$ cat config.mk
export PLATFORM = sky130hd
export DESIGN_NAME = phy_cfg_seq
export DESIGN_NICKNAME = d
export VERILOG_FILES = /design/src/rtl/phy_cfg_pkg.sv /design/src/rtl/phy_rate_map.sv /design/src/rtl/phy_step_timer.sv /design/src/rtl/phy_lane_reg.sv /design/src/rtl/phy_cfg_seq.sv
export SDC_FILE = /design/constraint.sdc
export NUM_CORES = 1
export LEC_CHECK = 0
export ABC_AREA = 1
export BUFFER_PORTS_ARGS = -buffer_cell sky130_fd_sc_hd__buf_2
export CAP_MARGIN = 5
export CORE_AREA = 8 8 87 89
export CTS_BUF_LIST = sky130_fd_sc_hd__clkbuf_8
export DETAILED_ROUTE_END_ITERATION = 10
export DIE_AREA = 0 0 95 97
export GPL_TIMING_DRIVEN = 0
export SLEW_MARGIN = 15
export SYNTH_ARGS = -nofsm -noshare
export SYNTH_HDL_FRONTEND = slang
export SYNTH_SLANG_ARGS = --single-unit
$ cat constraint.sdc
create_clock -name clk -period 2.44 [get_ports clk]
set_input_delay 0 -clock clk [delete_from_list [all_inputs] [get_ports clk]]
set_output_delay 0 -clock clk [all_outputs]
set_load 0.02 [all_outputs]
$ cat src/rtl/phy_cfg_pkg.sv
package phy_cfg_pkg;

    localparam int RATE_W    = 11;
    localparam int DIN_W     = 8;
    localparam int CODE_W    = 6;
    localparam int NUM_BANDS = 39;
    localparam int RATE_MIN  = 80;
    localparam int RATE_MAX  = 1500;
    localparam logic [DIN_W-1:0] RATE_REG_ADDR = 8'h44;

    typedef enum logic [3:0] {
        ST_IDLE,
        ST_CLR_HI,
        ST_CLR_LO,
        ST_CK_HI,
        ST_ADDR_SET,
        ST_ADDR_FALL,
        ST_DATA_SET,
        ST_DATA_RISE,
        ST_DATA_FALL,
        ST_INIT_WAIT,
        ST_READY
    } seq_state_e;

    typedef struct packed {
        logic             clr;
        logic             tck;
        logic             en;
        logic [DIN_W-1:0] din;
    } tport_t;

    // Lowest rate of each band, ascending.
    localparam logic [RATE_W-1:0] BAND_LO [NUM_BANDS] = '{
        11'd80,   11'd90,   11'd100,  11'd110,  11'd130,  11'd140,  11'd150,
        11'd170,  11'd180,  11'd200,  11'd220,  11'd240,  11'd250,  11'd270,
        11'd300,  11'd330,  11'd360,  11'd400,  11'd450,  11'd500,  11'd550,
        11'd600,  11'd650,  11'd700,  11'd750,  11'd800,  11'd850,  11'd900,
        11'd950,  11'd1000, 11'd1050, 11'd1100, 11'd1150, 11'd1200, 11'd1250,
        11'd1300, 11'd1350, 11'd1400, 11'd1450
    };

    // Code of each band: {2-bit sub-range prefix, 4-bit band index}.
    localparam logic [CODE_W-1:0] BAND_CODE [NUM_BANDS] = '{
        6'b000000, 6'b010000, 6'b100000, 6'b000001, 6'b010001, 6'b100001,
        6'b000010, 6'b010010, 6'b100010, 6'b000011, 6'b010011, 6'b100011,
        6'b000100, 6'b010100, 6'b000101, 6'b010101, 6'b100101, 6'b000110,
        6'b010110, 6'b000111, 6'b010111, 6'b001000, 6'b011000, 6'b001001,
        6'b011001, 6'b101001, 6'b111001, 6'b001010, 6'b011010, 6'b101010,
        6'b111010, 6'b001011, 6'b011011, 6'b101011, 6'b111011, 6'b001100,
        6'b011100, 6'b101100, 6'b111100
    };

    function automatic logic rate_in_span(input logic [RATE_W-1:0] r);
        return (r >= RATE_W'(RATE_MIN)) && (r <= RATE_W'(RATE_MAX));
    endfunction

    // Highest band whose lower bound does not exceed the rate wins.
    function automatic logic [CODE_W-1:0] rate_code(input logic [RATE_W-1:0] r);
        logic [CODE_W-1:0] c;
        c = BAND_CODE[0];
        for (int i = 0; i < NUM_BANDS; i++) begin
            if (r >= BAND_LO[i]) c = BAND_CODE[i];
        end
        return c;
    endfunction

    function automatic seq_state_e next_step(input seq_state_e s);
        case (s)
            ST_CLR_HI:    return ST_CLR_LO;
            ST_CLR_LO:    return ST_CK_HI;
            ST_CK_HI:     return ST_ADDR_SET;
            ST_ADDR_SET:  return ST_ADDR_FALL;
            ST_ADDR_FALL: return ST_DATA_SET;
            ST_DATA_SET:  return ST_DATA_RISE;
            ST_DATA_RISE: return ST_DATA_FALL;
            ST_DATA_FALL: return ST_INIT_WAIT;
            ST_INIT_WAIT: return ST_READY;
            default:      return s;
        endcase
    endfunction

    function automatic tport_t port_levels(input seq_state_e s,
                                           input logic [CODE_W-1:0] code);
        tport_t p;
        logic [DIN_W-1:0] dword;
        dword = {{(DIN_W-CODE_W){1'b0}}, code};
        p     = '0;
        case (s)
            ST_CLR_HI:    p.clr = 1'b1;
            ST_CK_HI:     p.tck = 1'b1;
            ST_ADDR_SET:  begin p.tck = 1'b1; p.en = 1'b1; p.din = RATE_REG_ADDR; end
            ST_ADDR_FALL: begin p.en = 1'b1; p.din = RATE_REG_ADDR; end
            ST_DATA_SET:  p.din = dword;
            ST_DATA_RISE: begin p.tck = 1'b1; p.din = dword; end
            ST_DATA_FALL: p.din = dword;
            ST_INIT_WAIT: p.din = dword;
            default:      p = '0;
        endcase
        return p;
    endfunction

endpackage

$ cat src/rtl/phy_rate_map.sv
module phy_rate_map
    import phy_cfg_pkg::*;
(
    input  logic              clk,
    input  logic              rst,
    input  logic [RATE_W-1:0] rate_i,
    output logic [CODE_W-1:0] code_o,
    output logic              valid_o
);

    always_comb begin
        valid_o = rate_in_span(rate_i);
        code_o  = rate_code(rate_i);
    end

    AST_BAND_INDEX_RANGE: assert property (@(posedge clk) disable iff (rst)
        valid_o |-> (code_o[3:0] <= 4'd12));

endmodule

$ cat src/rtl/phy_step_timer.sv
module phy_step_timer #(
    parameter int W = 8
) (
    input  logic         clk,
    input  logic         rst,
    input  logic         load_i,
    input  logic [W-1:0] load_val_i,
    output logic         zero_o
);

    logic [W-1:0] cnt_q;

    always_ff @(posedge clk) begin
        if (rst)              cnt_q <= '0;
        else if (load_i)      cnt_q <= load_val_i;
        else if (cnt_q != '0) cnt_q <= cnt_q - 1'b1;
    end

    assign zero_o = (cnt_q == '0);

    AST_TIMER_COUNTS_DOWN: assert property (@(posedge clk) disable iff (rst)
        (!load_i && cnt_q != '0) |=> (cnt_q == $past(cnt_q) - 1'b1));

endmodule

$ cat src/rtl/phy_lane_reg.sv
module phy_lane_reg (
    input  logic       clk,
    input  logic       rst,
    input  logic       wr_i,
    input  logic [1:0] val_i,
    input  logic       shut_i,
    output logic [1:0] lanes_o
);

    logic legal;

    assign legal = (val_i == 2'd1) || (val_i == 2'd2);

    always_ff @(posedge clk) begin
        if (rst)                          lanes_o <= 2'd2;
        else if (wr_i && shut_i && legal) lanes_o <= val_i;
    end

    AST_LANES_LEGAL: assert property (@(posedge clk) disable iff (rst)
        (lanes_o == 2'd1) || (lanes_o == 2'd2));

    AST_LANES_ONLY_IN_SHUTDOWN: assert property (@(posedge clk) disable iff (rst)
        (wr_i && !shut_i) |=> $stable(lanes_o));

endmodule

$ cat src/rtl/phy_cfg_seq.sv
module phy_cfg_seq
    import phy_cfg_pkg::*;
#(
    parameter int HOLD_CYC = 4,
    parameter int CLK_MHZ  = 200,
    parameter int INIT_US  = 100
) (
    input  logic              clk,
    input  logic              rst,
    input  logic              start_i,
    input  logic [RATE_W-1:0] rate_mbps_i,
    input  logic              shutdown_i,
    input  logic              lane_wr_i,
    input  logic [1:0]        lane_cnt_i,
    output logic [1:0]        lanes_o,
    output logic              busy_o,
    output logic              done_o,
    output logic              err_o,
    output logic              ready_o,
    output logic              testclr_o,
    output logic              testclk_o,
    output logic              testen_o,
    output logic [DIN_W-1:0]  testdin_o
);

    localparam int INIT_CYC = CLK_MHZ * INIT_US;
    localparam int MAX_LD   = (INIT_CYC > HOLD_CYC) ? INIT_CYC : HOLD_CYC;
    localparam int TMR_W    = $clog2(MAX_LD + 1);
    localparam logic [TMR_W-1:0] HOLD_LD = TMR_W'(HOLD_CYC - 1);
    localparam logic [TMR_W-1:0] INIT_LD = TMR_W'(INIT_CYC - 1);

    seq_state_e        state_q;
    seq_state_e        nxt;
    logic [CODE_W-1:0] code_q;
    logic [CODE_W-1:0] map_code;
    logic              map_ok;
    logic              err_q;
    logic              done_q;
    logic              tmr_load;
    logic [TMR_W-1:0]  tmr_val;
    logic              tmr_zero;
    logic              timed;
    logic              idle_like;
    logic              accept;
    logic              refuse;
    tport_t            port;

    phy_rate_map u_map (
        .clk     (clk),
        .rst     (rst),
        .rate_i  (rate_mbps_i),
        .code_o  (map_code),
        .valid_o (map_ok)
    );

    phy_step_timer #(.W(TMR_W)) u_tmr (
        .clk        (clk),
        .rst        (rst),
        .load_i     (tmr_load),
        .load_val_i (tmr_val),
        .zero_o     (tmr_zero)
    );

    phy_lane_reg u_lanes (
        .clk     (clk),
        .rst     (rst),
        .wr_i    (lane_wr_i),
        .val_i   (lane_cnt_i),
        .shut_i  (shutdown_i),
        .lanes_o (lanes_o)
    );

    always_comb begin
        idle_like = (state_q == ST_IDLE) || (state_q == ST_READY);
        timed     = !idle_like;
        accept    = idle_like && start_i && shutdown_i && map_ok;
        refuse    = idle_like && start_i && !(shutdown_i && map_ok);
        nxt       = next_step(state_q);
        tmr_load  = 1'b0;
        tmr_val   = HOLD_LD;
        if (accept) begin
            tmr_load = 1'b1;
        end else if (timed && tmr_zero) begin
            tmr_load = 1'b1;
            tmr_val  = (nxt == ST_INIT_WAIT) ? INIT_LD : HOLD_LD;
        end
    end

    always_ff @(posedge clk) begin
        if (rst) begin
            state_q <= ST_IDLE;
            code_q  <= '0;
            err_q   <= 1'b0;
            done_q  <= 1'b0;
        end else begin
            done_q <= 1'b0;
            if (accept) begin
                state_q <= ST_CLR_HI;
                code_q  <= map_code;
                err_q   <= 1'b0;
            end else if (refuse) begin
                err_q   <= 1'b1;
            end else if (timed && tmr_zero) begin
                state_q <= nxt;
                if (state_q == ST_INIT_WAIT) done_q <= 1'b1;
            end
        end
    end

    assign port      = port_levels(state_q, code_q);
    assign testclr_o = port.clr;
    assign testclk_o = port.tck;
    assign testen_o  = port.en;
    assign testdin_o = port.din;
    assign busy_o    = timed;
    assign ready_o   = (state_q == ST_READY);
    assign done_o    = done_q;
    assign err_o     = err_q;

    AST_ADDR_DURING_ENABLE: assert property (@(posedge clk) disable iff (rst)
        testen_o |-> (testdin_o == RATE_REG_ADDR));

    AST_CLEAR_ALONE: assert property (@(posedge clk) disable iff (rst)
        testclr_o |-> (!testclk_o && !testen_o));

    AST_BUSY_EXCLUDES_READY: assert property (@(posedge clk) disable iff (rst)
        busy_o |-> !ready_o);

    AST_DONE_ON_READY_RISE: assert property (@(posedge clk) disable iff (rst)
        done_o |-> $rose(ready_o));

    AST_REFUSE_NOT_SHUT: assert property (@(posedge clk) disable iff (rst)
        (start_i && !busy_o && !shutdown_i) |=> (err_o && !busy_o));

    AST_REFUSE_BAD_RATE: assert property (@(posedge clk) disable iff (rst)
        (start_i && !busy_o && !map_ok) |=> (err_o && !busy_o));

    AST_START_IGNORED_BUSY: assert property (@(posedge clk) disable iff (rst)
        (busy_o && start_i) |=> $stable(code_q));

endmodule

==> impl_metrics.py <==
metrics = {
    "pwr": {
        "power_density_nw_per_um2": 829,
        "ir_worst_vdd_mv": 0.527,
        "p_leak_nw": 1.44,
        "power.total_mw": 2.53,
    },
    "logic_synthesis": {
        "synth_mux_area_share_pct": 0,
        "synth_area_sq_um": 2450,
        "synth_seq_cells": 29,
        "synth_top_family_by_area": "simple AND/OR/NAND/NOR gates",
        "synth_ff_type": "dfxtp_1",
        "synth_area_leaders": "dfxtp_1 24%, nand2_1 15%, inv_1 9.6%",
        "synth_top_area_cell": "dfxtp_1",
        "synthArstFlopShare_pct": 0,
        "syn_avg_cell_area_sq_um": 5.80,
        "synth_top_area_share_pct": 23.7,
        "yosys.area_share.simple_pct": 36.3,
        "ys_warn_count": 0,
        "synth_edf_count": 0,
        "synth-compound-area-share_pct": 23.4,
        "syn-num-nets": 442,
        "synth_fa_ha_area_share_pct": 0.510,
        "synth_xor_xnor_area_share_pct": 2.50,
        "synthDistinctLibCells": 40,
        "seq_area_frac_synth_pct": 23.7,
        "syn_inst": 423,
    },
    "route": {
        "via_per_inst": 5.19,
        "num_vias": 2875,
        "remaining_drc_errors": 0,
        "ant_nets": 0,
        "wl_per_cell_um": 13.8,
        "drt_first_iter_violations": 201,
        "wl_met2_um": 3310,
        "met1Wirelength_um": 3660,
        "wl_met3_um": 574,
        "wl_um": 7640,
        "first_pass_iters": 5,
        "top_layer": "met4",
    },
    "floorplanning": {
        "die-width_um": 95,
        "core_area_sq_um": 6200,
        "rows": 29,
        "ios": 35,
        "start_util_pct": 39.5,
        "die_y_um": 97,
        "die_area_sq_um": 9220,
    },
    "clock_network": {
        "root_buffer": "clkbuf_8",
        "clock_latency_ns": 0.28,
        "clkTransAtPathRegs_ns": 0.07,
        "cts_sinks": 29,
        "clk_path_buf_depth": 2,
        "cts_tree": "yes",
        "numCtsBuffers": 5,
        "cts_max_level": 2,
    },
    "critical_path": {
        "criticalPathCategory": "reg2reg",
        "crit_arrival_ns": 2.41,
        "crit_buf_inv": 3,
        "cp_slowest_cell": "dfxtp_1",
        "crit_path_end_kind": "flop",
        "cp_top_family": "simple AND/OR/NAND/NOR gates",
        "cpMostUsedCell": "inv_1",
        "worst-path-max-fanout": 4,
        "slowest_delay_ns": 0.32,
        "critPathLaunchType": "flop",
        "required_ns": 2.60,
        "cp_cell_sequence": "inv_1 -> ha_1 -> inv_1 -> nor2_2 -> nand2_2 -> nor3_4 -> nand2_2 -> nor4_4 -> nand3_2 -> nor2_2 -> inv_1 -> nor2_1 -> nand2_1 -> o21ai_1 -> a21oi_1",
    },
    "placement": {
        "placed_area_sq_um": 2700,
        "dp.cells": 530,
        "globalplace.congestion": 0.974,
        "pre_cts_ws_ns": -0.180,
        "portBuffers": 30,
        "hpwl_um": 5870,
    },
    "timing": {
        "clock_skew_ns": 0.00881,
        "rsz0062_at_grt": "true",
        "drv_slew": 0,
        "tns_ns": 0,
        "fmaxAchievable_mhz": 445,
        "setup_violations": 0,
        "period_minus_slack_ns": 2.25,
        "timing.hold.ws_ns": 0.114,
        "hold_viol": 0,
        "period_share_pct": 92.1,
        "tightest_slew_ns": 0.562,
        "slew_headroom_pct": 62.2,
        "setup_slack_ns": 0.192,
    },
    "finish": {
        "nets": 495,
        "drive_above_1_share_pct": 21.0,
        "syn_to_final_growth_pct": 24.5,
        "final-instance-count-excl-fill": 554,
        "final_area_sq_um": 3060,
        "diodes": 0,
        "final_util_pct": 49.2,
    },
    "global_route": {
        "grt_pass1_wl_um": 12200,
        "grt-ovfl-total": 0,
        "grt_max_degree": 11,
        "grtUsageTotal_pct": 16.1,
        "grt_pass1_vias": 2605,
        "antenna_found_initial": 0,
    },
    "status": {
        "status": "finished clean",
    },
    "worst_hold_path": {
        "hold_path_class": "in2reg",
    },
    "job": {
        "cap_violations": 0,
    },
}
## cells in the mapped netlist (3+ instances only)
master	number
o211ai_1	3
inv_1	63
o31ai_1	6
nor4_1	6
nand2_1	97
nor2_2	4
xnor2_1	3
xor2_1	4
inv_2	7
nor3_1	10
nand2_2	4
nand3_1	20
nor2_1	59
a31oi_1	9
o21ai_0	29
dfxtp_1	29
buf_6	3
a21oi_1	32
a211oi_1	4
## cells by family after synthesis
logic type	after synthesis
xor+xnor	7
fa+ha+maj	1
other cells	1
buf+inv	80
flops	29
compound gates	98
simple gates	207
## metal layers
| metal | up-vias | GRT usage (%) |
|---|---|---|
| met5 | - | 0 |
| met4 | 0 | 4.21 |
| met3 | 10 | 3.17 |
| met2 | 111 | 25.0 |
| met1 | 1256 | 21.8 |
| li1 | 1498 | - |
## worst reg2reg max path, stage by stage, from the launching register on
cell     delay (ns)
dfxtp_1        0.32
inv_1          0.07
ha_1           0.17
inv_1          0.05
nor2_2         0.10
nand2_2        0.11
nor3_4         0.20
nand2_2        0.11
nor4_4         0.31
nand3_2        0.13
nor2_2         0.14
inv_1          0.09
nor2_1         0.09
nand2_1        0.08
o21ai_1        0.12
a21oi_1        0.05
## flip-flops by register name, summed over array words and instances (netlist names)
| name | flops |
|---|---|
| u_tmr.cnt_q | 15 |
| state_q | 4 |
| done_o | 1 |
| err_o | 1 |
| u_lanes.lanes_o | 2 |
| code_q | 6 |
## path summary, 6_finish.rpt
kind,from,endpoint,slack (ns),depth (start not counted)
max,u_tmr.cnt_q[0],state_q[1],0.19,15
min,lane_wr_i,u_lanes.lanes_o[0],0.11,3
max reg2reg,u_tmr.cnt_q[0],state_q[1],0.19,15
min reg2reg,code_q[1],code_q[1],0.47,2
## placed cells by master (no fill, tap or decap), types with 3 or more instances in the layout
| master | instances |
|---|---|
| inv_2 | 7 |
| a21oi_2 | 4 |
| buf_4 | 16 |
| o31ai_1 | 6 |
| o21ai_0 | 26 |
| a31oi_1 | 9 |
| dfxtp_1 | 29 |
| a21oi_1 | 30 |
| o211ai_1 | 3 |
| buf_6 | 4 |
| nor2_4 | 4 |
| nand2_4 | 4 |
| a211oi_1 | 4 |
| inv_1 | 63 |
| nand3_1 | 18 |
| xnor2_1 | 3 |
| nand2_2 | 9 |
| nor2_2 | 7 |
| nor4_1 | 5 |
| nor2_1 | 54 |
| buf_2 | 29 |
| nor3_1 | 8 |
| nand3_2 | 3 |
| nand2_1 | 90 |
| clkbuf_8 | 6 |
| xor2_1 | 4 |
| o21ai_1 | 5 |
## cell type report
class                   count  area [sq um]
fillers                   669          3150
plain buffers               7          56.3
multi-input cells         314          1650
well taps                  77          96.3
inverters                  73           278
repair buffers             46           282
clock inverters             2          33.8
flip-flops and latches     29           581
clock buffers               6          82.6
## power by group
part           internal [mW]  total [mW]  switching (mW)
combinational          0.514        1.31           0.798
clock                  0.328       0.506           0.178
sequential             0.600       0.715           0.115
total                   1.44        2.53            1.09
## timing repair
item	4_1_cts	5_1_grt
buffers inserted	1	13
pin swaps	1	10
resized for setup	3	31
hold buffers	2	0
endpoints found under the hold margin	3	0
setup endpoints to repair	13	21
No activity file was read; power rests on OpenSTA's default activity.
